[src/rtl/dramc_pkg.sv]
// Shared types for the DRAM sequencer.
// Assumes: no parameters needed here; widths are set in the modules.
package dramc_pkg;

    // Sequencer phases
    typedef enum logic [2:0] {
        ST_IDLE,
        ST_PRE,
        ST_ROW,
        ST_COL,
        ST_REF
    } seq_state_e;

    // Source of the shared address pins
    typedef enum logic [1:0] {
        PIN_ROW,
        PIN_COL,
        PIN_REF
    } pin_sel_e;

    // Phase that follows a precharge
    typedef enum logic [1:0] {
        NXT_ROW,
        NXT_REF,
        NXT_IDLE
    } pre_next_e;

endpackage

[src/rtl/dramc_refresh_sched.sv]
// Refresh scheduler: raises ref_due once every INTERVAL cycles and holds
// it until the sequencer reports a finished refresh. It also supplies the
// row to refresh, which steps by one per refresh and wraps after ROWS-1.
// Assumes: INTERVAL >= 2, 1 <= ROWS <= 2**ROW_W.
module dramc_refresh_sched #(
    parameter int INTERVAL = 2400,
    parameter int ROWS     = 2048,
    parameter int ROW_W    = 11
) (
    input  logic             clk,
    input  logic             rst_n,
    input  logic             ref_done,
    output logic             ref_due,
    output logic [ROW_W-1:0] ref_row
);
    localparam int TW = (INTERVAL > 1) ? $clog2(INTERVAL) : 1;

    logic [TW-1:0] tick_cnt;
    logic          tick;

    assign tick = (tick_cnt == TW'(INTERVAL - 1));

    // Free-running interval counter
    always_ff @(posedge clk) begin
        if (!rst_n)    tick_cnt <= '0;
        else if (tick) tick_cnt <= '0;
        else           tick_cnt <= tick_cnt + 1'b1;
    end

    // Pending flag: set by the interval tick, cleared by a completed refresh
    always_ff @(posedge clk) begin
        if (!rst_n)        ref_due <= 1'b0;
        else if (tick)     ref_due <= 1'b1;
        else if (ref_done) ref_due <= 1'b0;
    end

    // Refresh row pointer with wrap at the last row
    always_ff @(posedge clk) begin
        if (!rst_n)
            ref_row <= '0;
        else if (ref_done)
            ref_row <= (ref_row == ROW_W'(ROWS - 1)) ? '0 : ref_row + 1'b1;
    end

endmodule

[src/rtl/dramc_addr_path.sv]
// Address path: latches the split request address, remembers which row
// is open in the device, flags a row hit, and drives the shared pins.
// Assumes: accept, open_set and open_clear come from the sequencer FSM.
module dramc_addr_path
    import dramc_pkg::*;
#(
    parameter int ROW_W = 11,
    parameter int COL_W = 11,
    parameter int PIN_W = 11
) (
    input  logic                   clk,
    input  logic                   rst_n,
    input  logic                   accept,
    input  logic [ROW_W+COL_W-1:0] req_addr,
    input  logic                   open_set,
    input  logic                   open_clear,
    input  pin_sel_e               pin_sel,
    input  logic [ROW_W-1:0]       ref_row,
    output logic                   row_hit,
    output logic                   row_open,
    output logic [PIN_W-1:0]       dram_addr
);
    logic [ROW_W-1:0] row_q;
    logic [COL_W-1:0] col_q;
    logic [ROW_W-1:0] open_row;
    logic [ROW_W-1:0] req_row;

    assign req_row = req_addr[ROW_W+COL_W-1:COL_W];

    // Capture the two halves of an accepted address
    always_ff @(posedge clk) begin
        if (!rst_n) begin
            row_q <= '0;
            col_q <= '0;
        end else if (accept) begin
            row_q <= req_row;
            col_q <= req_addr[COL_W-1:0];
        end
    end

    // Track the row currently held open in the device
    always_ff @(posedge clk) begin
        if (!rst_n) begin
            open_row <= '0;
            row_open <= 1'b0;
        end else if (open_set) begin
            open_row <= row_q;
            row_open <= 1'b1;
        end else if (open_clear) begin
            row_open <= 1'b0;
        end
    end

    // Same-row detection on the incoming request
    assign row_hit = row_open && (req_row == open_row);

    // Shared pin multiplexer
    always_comb begin
        case (pin_sel)
            PIN_COL: dram_addr = PIN_W'(col_q);
            PIN_REF: dram_addr = PIN_W'(ref_row);
            default: dram_addr = PIN_W'(row_q);
        endcase
    end

endmodule

[src/rtl/dramc_seq_fsm.sv]
// Strobe sequencer: accepts requests, runs the precharge, row and column
// phases with per-phase cycle counters, inserts refresh cycles, and
// captures read data at the last column cycle.
// Assumes: all phase times are at least 1 cycle.
module dramc_seq_fsm
    import dramc_pkg::*;
#(
    parameter int DATA_W = 16,
    parameter int T_PRE  = 1,
    parameter int T_RCD  = 2,
    parameter int T_CAS  = 2,
    parameter int T_REF  = 3
) (
    input  logic              clk,
    input  logic              rst_n,
    input  logic              req_valid,
    input  logic              req_write,
    input  logic [DATA_W-1:0] req_wdata,
    input  logic              row_hit,
    input  logic              row_open,
    input  logic              ref_due,
    input  logic [DATA_W-1:0] dram_rdata,
    output logic              req_ready,
    output logic [DATA_W-1:0] rd_data,
    output logic              accept,
    output logic              open_set,
    output logic              open_clear,
    output logic              ref_done,
    output pin_sel_e          pin_sel,
    output logic              ras_n,
    output logic              cas_n,
    output logic              oe_n,
    output logic              we_n,
    output logic [DATA_W-1:0] dram_wdata
);
    localparam int T_A   = (T_PRE > T_RCD) ? T_PRE : T_RCD;
    localparam int T_B   = (T_CAS > T_REF) ? T_CAS : T_REF;
    localparam int T_MAX = (T_A > T_B) ? T_A : T_B;
    localparam int CW    = (T_MAX > 1) ? $clog2(T_MAX) : 1;

    seq_state_e        state;
    pre_next_e         nxt;
    logic [CW-1:0]     cnt;
    logic              wr_q;
    logic [DATA_W-1:0] wdata_q;
    logic              last;

    assign last      = (cnt == '0);
    assign req_ready = (state == ST_IDLE) && !ref_due;
    assign accept    = req_ready && req_valid;

    // Phase transitions and phase counter
    always_ff @(posedge clk) begin
        if (!rst_n) begin
            state <= ST_IDLE;
            nxt   <= NXT_IDLE;
            cnt   <= '0;
        end else begin
            case (state)
                ST_IDLE: begin
                    if (ref_due) begin
                        state <= ST_PRE;
                        nxt   <= NXT_REF;
                        cnt   <= CW'(T_PRE - 1);
                    end else if (req_valid) begin
                        if (row_hit) begin
                            state <= ST_COL;
                            cnt   <= CW'(T_CAS - 1);
                        end else if (row_open) begin
                            state <= ST_PRE;
                            nxt   <= NXT_ROW;
                            cnt   <= CW'(T_PRE - 1);
                        end else begin
                            state <= ST_ROW;
                            cnt   <= CW'(T_RCD - 1);
                        end
                    end
                end
                ST_PRE: begin
                    if (!last) begin
                        cnt <= cnt - 1'b1;
                    end else begin
                        case (nxt)
                            NXT_ROW: begin
                                state <= ST_ROW;
                                cnt   <= CW'(T_RCD - 1);
                            end
                            NXT_REF: begin
                                state <= ST_REF;
                                cnt   <= CW'(T_REF - 1);
                            end
                            default: state <= ST_IDLE;
                        endcase
                    end
                end
                ST_ROW: begin
                    if (!last) begin
                        cnt <= cnt - 1'b1;
                    end else begin
                        state <= ST_COL;
                        cnt   <= CW'(T_CAS - 1);
                    end
                end
                ST_COL: begin
                    if (!last) cnt <= cnt - 1'b1;
                    else       state <= ST_IDLE;
                end
                ST_REF: begin
                    if (!last) begin
                        cnt <= cnt - 1'b1;
                    end else begin
                        state <= ST_PRE;
                        nxt   <= NXT_IDLE;
                        cnt   <= CW'(T_PRE - 1);
                    end
                end
                default: state <= ST_IDLE;
            endcase
        end
    end

    // Request attributes held for the duration of the access
    always_ff @(posedge clk) begin
        if (!rst_n) begin
            wr_q    <= 1'b0;
            wdata_q <= '0;
        end else if (accept) begin
            wr_q    <= req_write;
            wdata_q <= req_wdata;
        end
    end

    // Read data capture on the final column cycle
    always_ff @(posedge clk) begin
        if (!rst_n)
            rd_data <= '0;
        else if (state == ST_COL && last && !wr_q)
            rd_data <= dram_rdata;
    end

    // Row-tracking and refresh handshakes toward the neighbours
    assign open_set   = (state == ST_ROW) && last;
    assign open_clear = (state == ST_IDLE) &&
                        (ref_due || (req_valid && row_open && !row_hit));
    assign ref_done   = (state == ST_REF) && last;

    // Strobes and pin source decoded from the phase
    always_comb begin
        ras_n   = !((state == ST_ROW) || (state == ST_COL) ||
                    (state == ST_REF) || ((state == ST_IDLE) && row_open));
        cas_n   = (state != ST_COL);
        oe_n    = !((state == ST_COL) && !wr_q);
        we_n    = !((state == ST_COL) && wr_q);
        pin_sel = (state == ST_REF) ? PIN_REF :
                  (state == ST_COL) ? PIN_COL : PIN_ROW;
    end

    assign dram_wdata = wdata_q;

endmodule

[src/rtl/dram_sequencer.sv]
// Top level: DRAM sequencer with open-row reuse and periodic row refresh.
// Assumes: a device with multiplexed row/column pins and active-low
// strobes; one request in flight at a time.
module dram_sequencer
    import dramc_pkg::*;
#(
    parameter int ROW_W        = 11,
    parameter int COL_W        = 11,
    parameter int DATA_W       = 16,
    parameter int T_PRE        = 1,
    parameter int T_RCD        = 2,
    parameter int T_CAS        = 2,
    parameter int T_REF        = 3,
    parameter int REF_INTERVAL = 2400,
    parameter int REF_ROWS     = 2048,
    localparam int ADDR_W      = ROW_W + COL_W,
    localparam int PIN_W       = (ROW_W > COL_W) ? ROW_W : COL_W
) (
    input  logic              clk,
    input  logic              rst_n,
    input  logic              req_valid,
    input  logic              req_write,
    input  logic [ADDR_W-1:0] req_addr,
    input  logic [DATA_W-1:0] req_wdata,
    output logic              req_ready,
    output logic [DATA_W-1:0] rd_data,
    output logic [PIN_W-1:0]  dram_addr,
    output logic              dram_ras_n,
    output logic              dram_cas_n,
    output logic              dram_oe_n,
    output logic              dram_we_n,
    output logic [DATA_W-1:0] dram_wdata,
    input  logic [DATA_W-1:0] dram_rdata
);
    logic             accept;
    logic             open_set;
    logic             open_clear;
    logic             ref_done;
    logic             ref_due;
    logic             row_hit;
    logic             row_open;
    logic [ROW_W-1:0] ref_row;
    pin_sel_e         pin_sel;

    dramc_refresh_sched #(
        .INTERVAL(REF_INTERVAL),
        .ROWS    (REF_ROWS),
        .ROW_W   (ROW_W)
    ) u_refresh (
        .clk     (clk),
        .rst_n   (rst_n),
        .ref_done(ref_done),
        .ref_due (ref_due),
        .ref_row (ref_row)
    );

    dramc_addr_path #(
        .ROW_W(ROW_W),
        .COL_W(COL_W),
        .PIN_W(PIN_W)
    ) u_addr (
        .clk       (clk),
        .rst_n     (rst_n),
        .accept    (accept),
        .req_addr  (req_addr),
        .open_set  (open_set),
        .open_clear(open_clear),
        .pin_sel   (pin_sel),
        .ref_row   (ref_row),
        .row_hit   (row_hit),
        .row_open  (row_open),
        .dram_addr (dram_addr)
    );

    dramc_seq_fsm #(
        .DATA_W(DATA_W),
        .T_PRE (T_PRE),
        .T_RCD (T_RCD),
        .T_CAS (T_CAS),
        .T_REF (T_REF)
    ) u_fsm (
        .clk       (clk),
        .rst_n     (rst_n),
        .req_valid (req_valid),
        .req_write (req_write),
        .req_wdata (req_wdata),
        .row_hit   (row_hit),
        .row_open  (row_open),
        .ref_due   (ref_due),
        .dram_rdata(dram_rdata),
        .req_ready (req_ready),
        .rd_data   (rd_data),
        .accept    (accept),
        .open_set  (open_set),
        .open_clear(open_clear),
        .ref_done  (ref_done),
        .pin_sel   (pin_sel),
        .ras_n     (dram_ras_n),
        .cas_n     (dram_cas_n),
        .oe_n      (dram_oe_n),
        .we_n      (dram_we_n),
        .dram_wdata(dram_wdata)
    );

endmodule

[config.mk]
export PLATFORM = sky130hd
export DESIGN_NAME = dram_sequencer
export DESIGN_NICKNAME = d
export VERILOG_FILES = /design/src/rtl/dramc_pkg.sv /design/src/rtl/dramc_refresh_sched.sv /design/src/rtl/dramc_addr_path.sv /design/src/rtl/dramc_seq_fsm.sv /design/src/rtl/dram_sequencer.sv
export SDC_FILE = /design/constraint.sdc
export NUM_CORES = 1
export LEC_CHECK = 0
export ABC_AREA = 1
export BUFFER_PORTS_ARGS = -buffer_cell sky130_fd_sc_hd__buf_4
export CORE_ASPECT_RATIO = 1.25
export CORE_MARGIN = 5
export CORE_UTILIZATION = 53
export CTS_CLUSTER_DIAMETER = 120
export DETAILED_ROUTE_END_ITERATION = 10
export PLACE_DENSITY_LB_ADDON = 0.15
export REMOVE_ABC_BUFFERS = 1
export SLEW_MARGIN = 20
export SYNTH_ARGS = -nofsm -noshare
export SYNTH_HDL_FRONTEND = slang
export SYNTH_SLANG_ARGS = --single-unit
[constraint.sdc]
create_clock -name clk -period 2 [get_ports clk]
set_clock_uncertainty 0.15 [all_clocks]
set_input_delay 0.4 -clock clk [delete_from_list [all_inputs] [get_ports clk]]
set_output_delay 0.4 -clock clk [all_outputs]
set_load 0.05 [all_outputs]
==> results.txt <==
- The flow ran to the end, but the final reports show violations.
* Violations in the final reports: negative setup slack
* Sequential fraction of the synthesis area: 45.6%
* Final instance count without filler cells: 809
- Hold_ws: 0.104 ns
- The number of antenna violations at the first check in global routing was 0.
- Yosys attributes the largest share of cell area to dfxtp_1 (46%), nand2_1 (12%), a21oi_1 (8.1%), nor2_1 (5.1%), inv_1 (5.1%).
- Highest clock frequency the design can meet: 445 MHz
* Number of diodes added for antenna fixing: 0
* Core region area: 0.00788 sq mm
* Synth cell types: 36
- End of the worst hold path: u_fsm.rd_data[6]
* Top-area cell type share of the netlist area: 45.6%
- Category of cells accounting for the largest share of critical-path delay: buffers and inverters
- Synthesis-stage register bit count: 98
- Port buffer count: 105
* TritonCTS buffer count: 9
- Worst reg2reg path depth: 8
- Wire per inst: 13.9 um
- Filler Cell Count: 642
* Cells traversed along the worst timing path: inv_2 > nand2_4 > nor2_4 > clkinvlp_4 > buf_12 > o211ai_1 > buf_4
- The floorplan has 36 rows.
* Area leader, netlist: dfxtp_1
- In this run the worst path has a maximum fanout of 6.
- The initial utilization of the core area, before any placement, comes to 54.6%.
* Number of design rule violations left after detail routing: 0
* Max-slew headroom: 70.3%
* CP Data Arrival Time: 1.70 ns
- Clock transition at the registers of the reported paths: 0.09 ns
* Placer's final routability congestion estimate: 0.877
- Summed over all cells, the static leakage comes to 2.44 nW.
- Max-Cap Viols: 0
- The area growth from synthesis to layout is 31.4%.
* Syn. warnings: 0
* Count of final max-slew check failures: 0
- Fin nets: 772
- The number of global-route vias before repair is 4081.
- Of the cells placed in the final design, the portion with a size suffix greater than 1 is 25.6%.
- CTS Hold Bufs: 0
- Clock insertion delay at the later pin of the skew report: 0.37 ns
- The design draws 6.89 mW.
- Number of top-level pins: 106
* Time the final worst path needs with I/O delays and setup: 2.25 ns
* R2r startpoint: u_fsm.cnt[0]
- Final critical-path setup slack: -0.246 ns
- Initial DRC count: 161
- In the final timing run, aggregate negative setup slack is -2.48 ns.
* Cell Pwr Density: 1220 mW/mm^2
- Path type of the worst setup path: reg2out
* Final cycle utilization of the critical path: 112%
- Library cell used as clock root buffer: clkbuf_8
* Width of the die: 90.6 um
* Final ANT Viol Nets: 0
* Post-Synthesis Mean Instance Area: 7.33 sq um
* Sinks on the clock net: 98
- STA classifies the critical path startpoint as a flip-flop.
* Total area of sequential cells: 0.00197 sq mm
* CP Capture Type: output port
- Placed cell count: 777
- In this run the deepest clock path goes through 2 buffers.
* Level count of the clock H-tree: 3
* Required time of the critical path: 1.45 ns
- Wire length of the first global-routing pass: 18200 um
- Global Route Usage Sum: 21.6%
* Maximum number of pins on one net before global-route repair: 35
* Footprint of the multi-input gates: 0.00205 sq mm
* TritonCTS clock tree: done
* Via count: 4242
- Biggest cell delay along the critical path: 0.34 ns
- Counting every instance in the synthesized netlist gives 587.
- Setup repair after global routing could not meet its margin everywhere.
- Total iterations of the first detailed-routing run: 5
- Core utilization of the finished layout: 71.7%
- In this run the register-to-register setup slack is 0.16 ns.
- The min-delay analysis places its worst path in the category in2reg.
- Placed wire-length estimate: 7940 um
* Hold depth: 3
- Drt total wl: 11200 um
* Beginning of the worst hold path: dram_rdata[6]
* CP max stage cell: dfxtp_2
- Buffers plus inverters on the worst setup path: 4
- Area of the die: 0.0100 sq mm
- IR analysis of the VDD net gives a maximum drop of 0.752 mV.
- Chip height: 111 um
- The worst register-to-register path ends at u_refresh.ref_row[9].
- In the routed layout, each cell is associated on average with a via count of 5.24.
* Congestion Overflow GR: 0
- Tightest Pin Transition: 0.445 ns
- Final hold viol count: 0
- Setup violations remaining at the end of the flow were counted as 15.
- Synth Cell Area: 0.00430 sq mm
==> power breakdown <==
part | switching [mW] | internal [mW]
clock network | 0.668 | 0.575
logic | 2.06 | 1.09
registers | 0.205 | 2.29
total | 2.93 | 3.96
==> layout make-up <==
class | count | area share (%)
Sequential cell | 98 | 34.8
Clock buffer | 11 | 2.32
Clock inverter | 5 | 0.974
Tap cell | 95 | 2.10
Multi-Input combinational cell | 401 | 36.2
Timing Repair inverter | 1 | 0.155
Timing Repair Buffer | 132 | 18.7
Inverter | 66 | 4.67
==> stage by stage <==
step | worst slack, ns | cell area (sq um)
2_1_floorplan | -0.453 | 4180
3_3_place_gp | 0.146 | 5170
3_5_place_dp | 0.0857 | 5170
4_1_cts | -0.243 | 5470
5_1_grt | -0.295 | 5650
6_report | -0.246 | 5650
==> worst max path at each step <==
stage | start | to | slack [ns] | depth (start not counted)
3_5_place_dp | u_fsm.state[1] | u_addr.row_q[5] | 0.09 | 9
4_1_cts | u_fsm.state[2] | dram_addr[6] | -0.24 | 7
2_1_floorplan | u_fsm.state[1] | dram_ras_n | -0.45 | 4
5_1_grt | u_fsm.state[1] | dram_addr[6] | -0.30 | 6
3_3_place_gp | u_fsm.state[1] | u_addr.row_q[8] | 0.15 | 9
6_report | u_fsm.state[2] | dram_addr[6] | -0.25 | 7
==> metal layers <==
| layer | wire [um] | vias to the layer above | track usage, % |
|---|---|---|---|
| met5 | 0 | - | 0 |
| met4 | 248 | 0 | 7.25 |
| met3 | 683 | 28 | 6.25 |
| met2 | 5830 | 122 | 38.2 |
| met1 | 4480 | 1941 | 24.5 |
| li1 | - | 2151 | - |
==> cell families (layout without fill, tap and decap cells) <==
group           after synthesis  after routing  synth area share, %
simple gates                253            253                 25.4
compound gates              134            134                 16.9
flops                        98             98                 45.6
buf+inv                      88            215                 8.81
xor+xnor                      9              9                 1.83
fa+ha+maj                     5              5                 1.45
==> synthesized netlist by cell type, drive strengths merged <==
library cell and number:
a21oi 71, inv 64, a31oi 3, nand3b 1, xor2 4, ha 5, nand4 8, clkinv 2
o21ai 44, o211ai 3, o21bai 1, nor4 2, nand2 144, and3 1, dfxtp 98, buf 13
a21boi 1, nor3 10, nor2 64, o221ai 8, a211oi 2, o311ai 1, nand3 22, clkbuf 9
nor3b 1, xnor2 5
==> state kept, by name, summed over array words and instances, names as in the netlist <==
name                count
u_addr.open_row        11
u_addr.row_q           11
u_refresh.tick_cnt     12
u_refresh.ref_due       1
u_fsm.cnt               2
u_addr.row_open         1
u_addr.col_q           11
u_fsm.wr_q              1
u_refresh.ref_row      11
u_fsm.rd_data          16
u_fsm.state             3
u_fsm.nxt               2
u_fsm.dram_wdata       16
==> timing repair <==
item | CTS | global route
endpoints found under the setup margin | 15 | 49
endpoints found under the hold margin | 0 | 0
buffers inserted | 9 | 6
pin swaps | 4 | 6
gates cloned | 0 | 1
resized for setup | 10 | 30
==> tightest hold or removal path: cells and delay by family <==
| family | cells | cell delay (ns) |
|---|---|---|
| AND/OR/NAND/NOR | 2 | 0.11 |
| buffers and inverters | 1 | 0.08 |
==> placed cells by master (no fill, tap or decap), types with 6 or more instances in the layout <==
master,synthesis,routed
nand2_1,136,135
buf_4,1,118
dfxtp_1,98,95
a21oi_1,70,70
inv_1,58,57
nor2_1,59,57
o21ai_0,42,42
nand3_1,22,21
buf_6,4,11
nor3_1,9,9
clkbuf_8,0,9
nand4_1,8,8
inv_2,6,6
No activity file was read; power rests on OpenSTA's default activity.
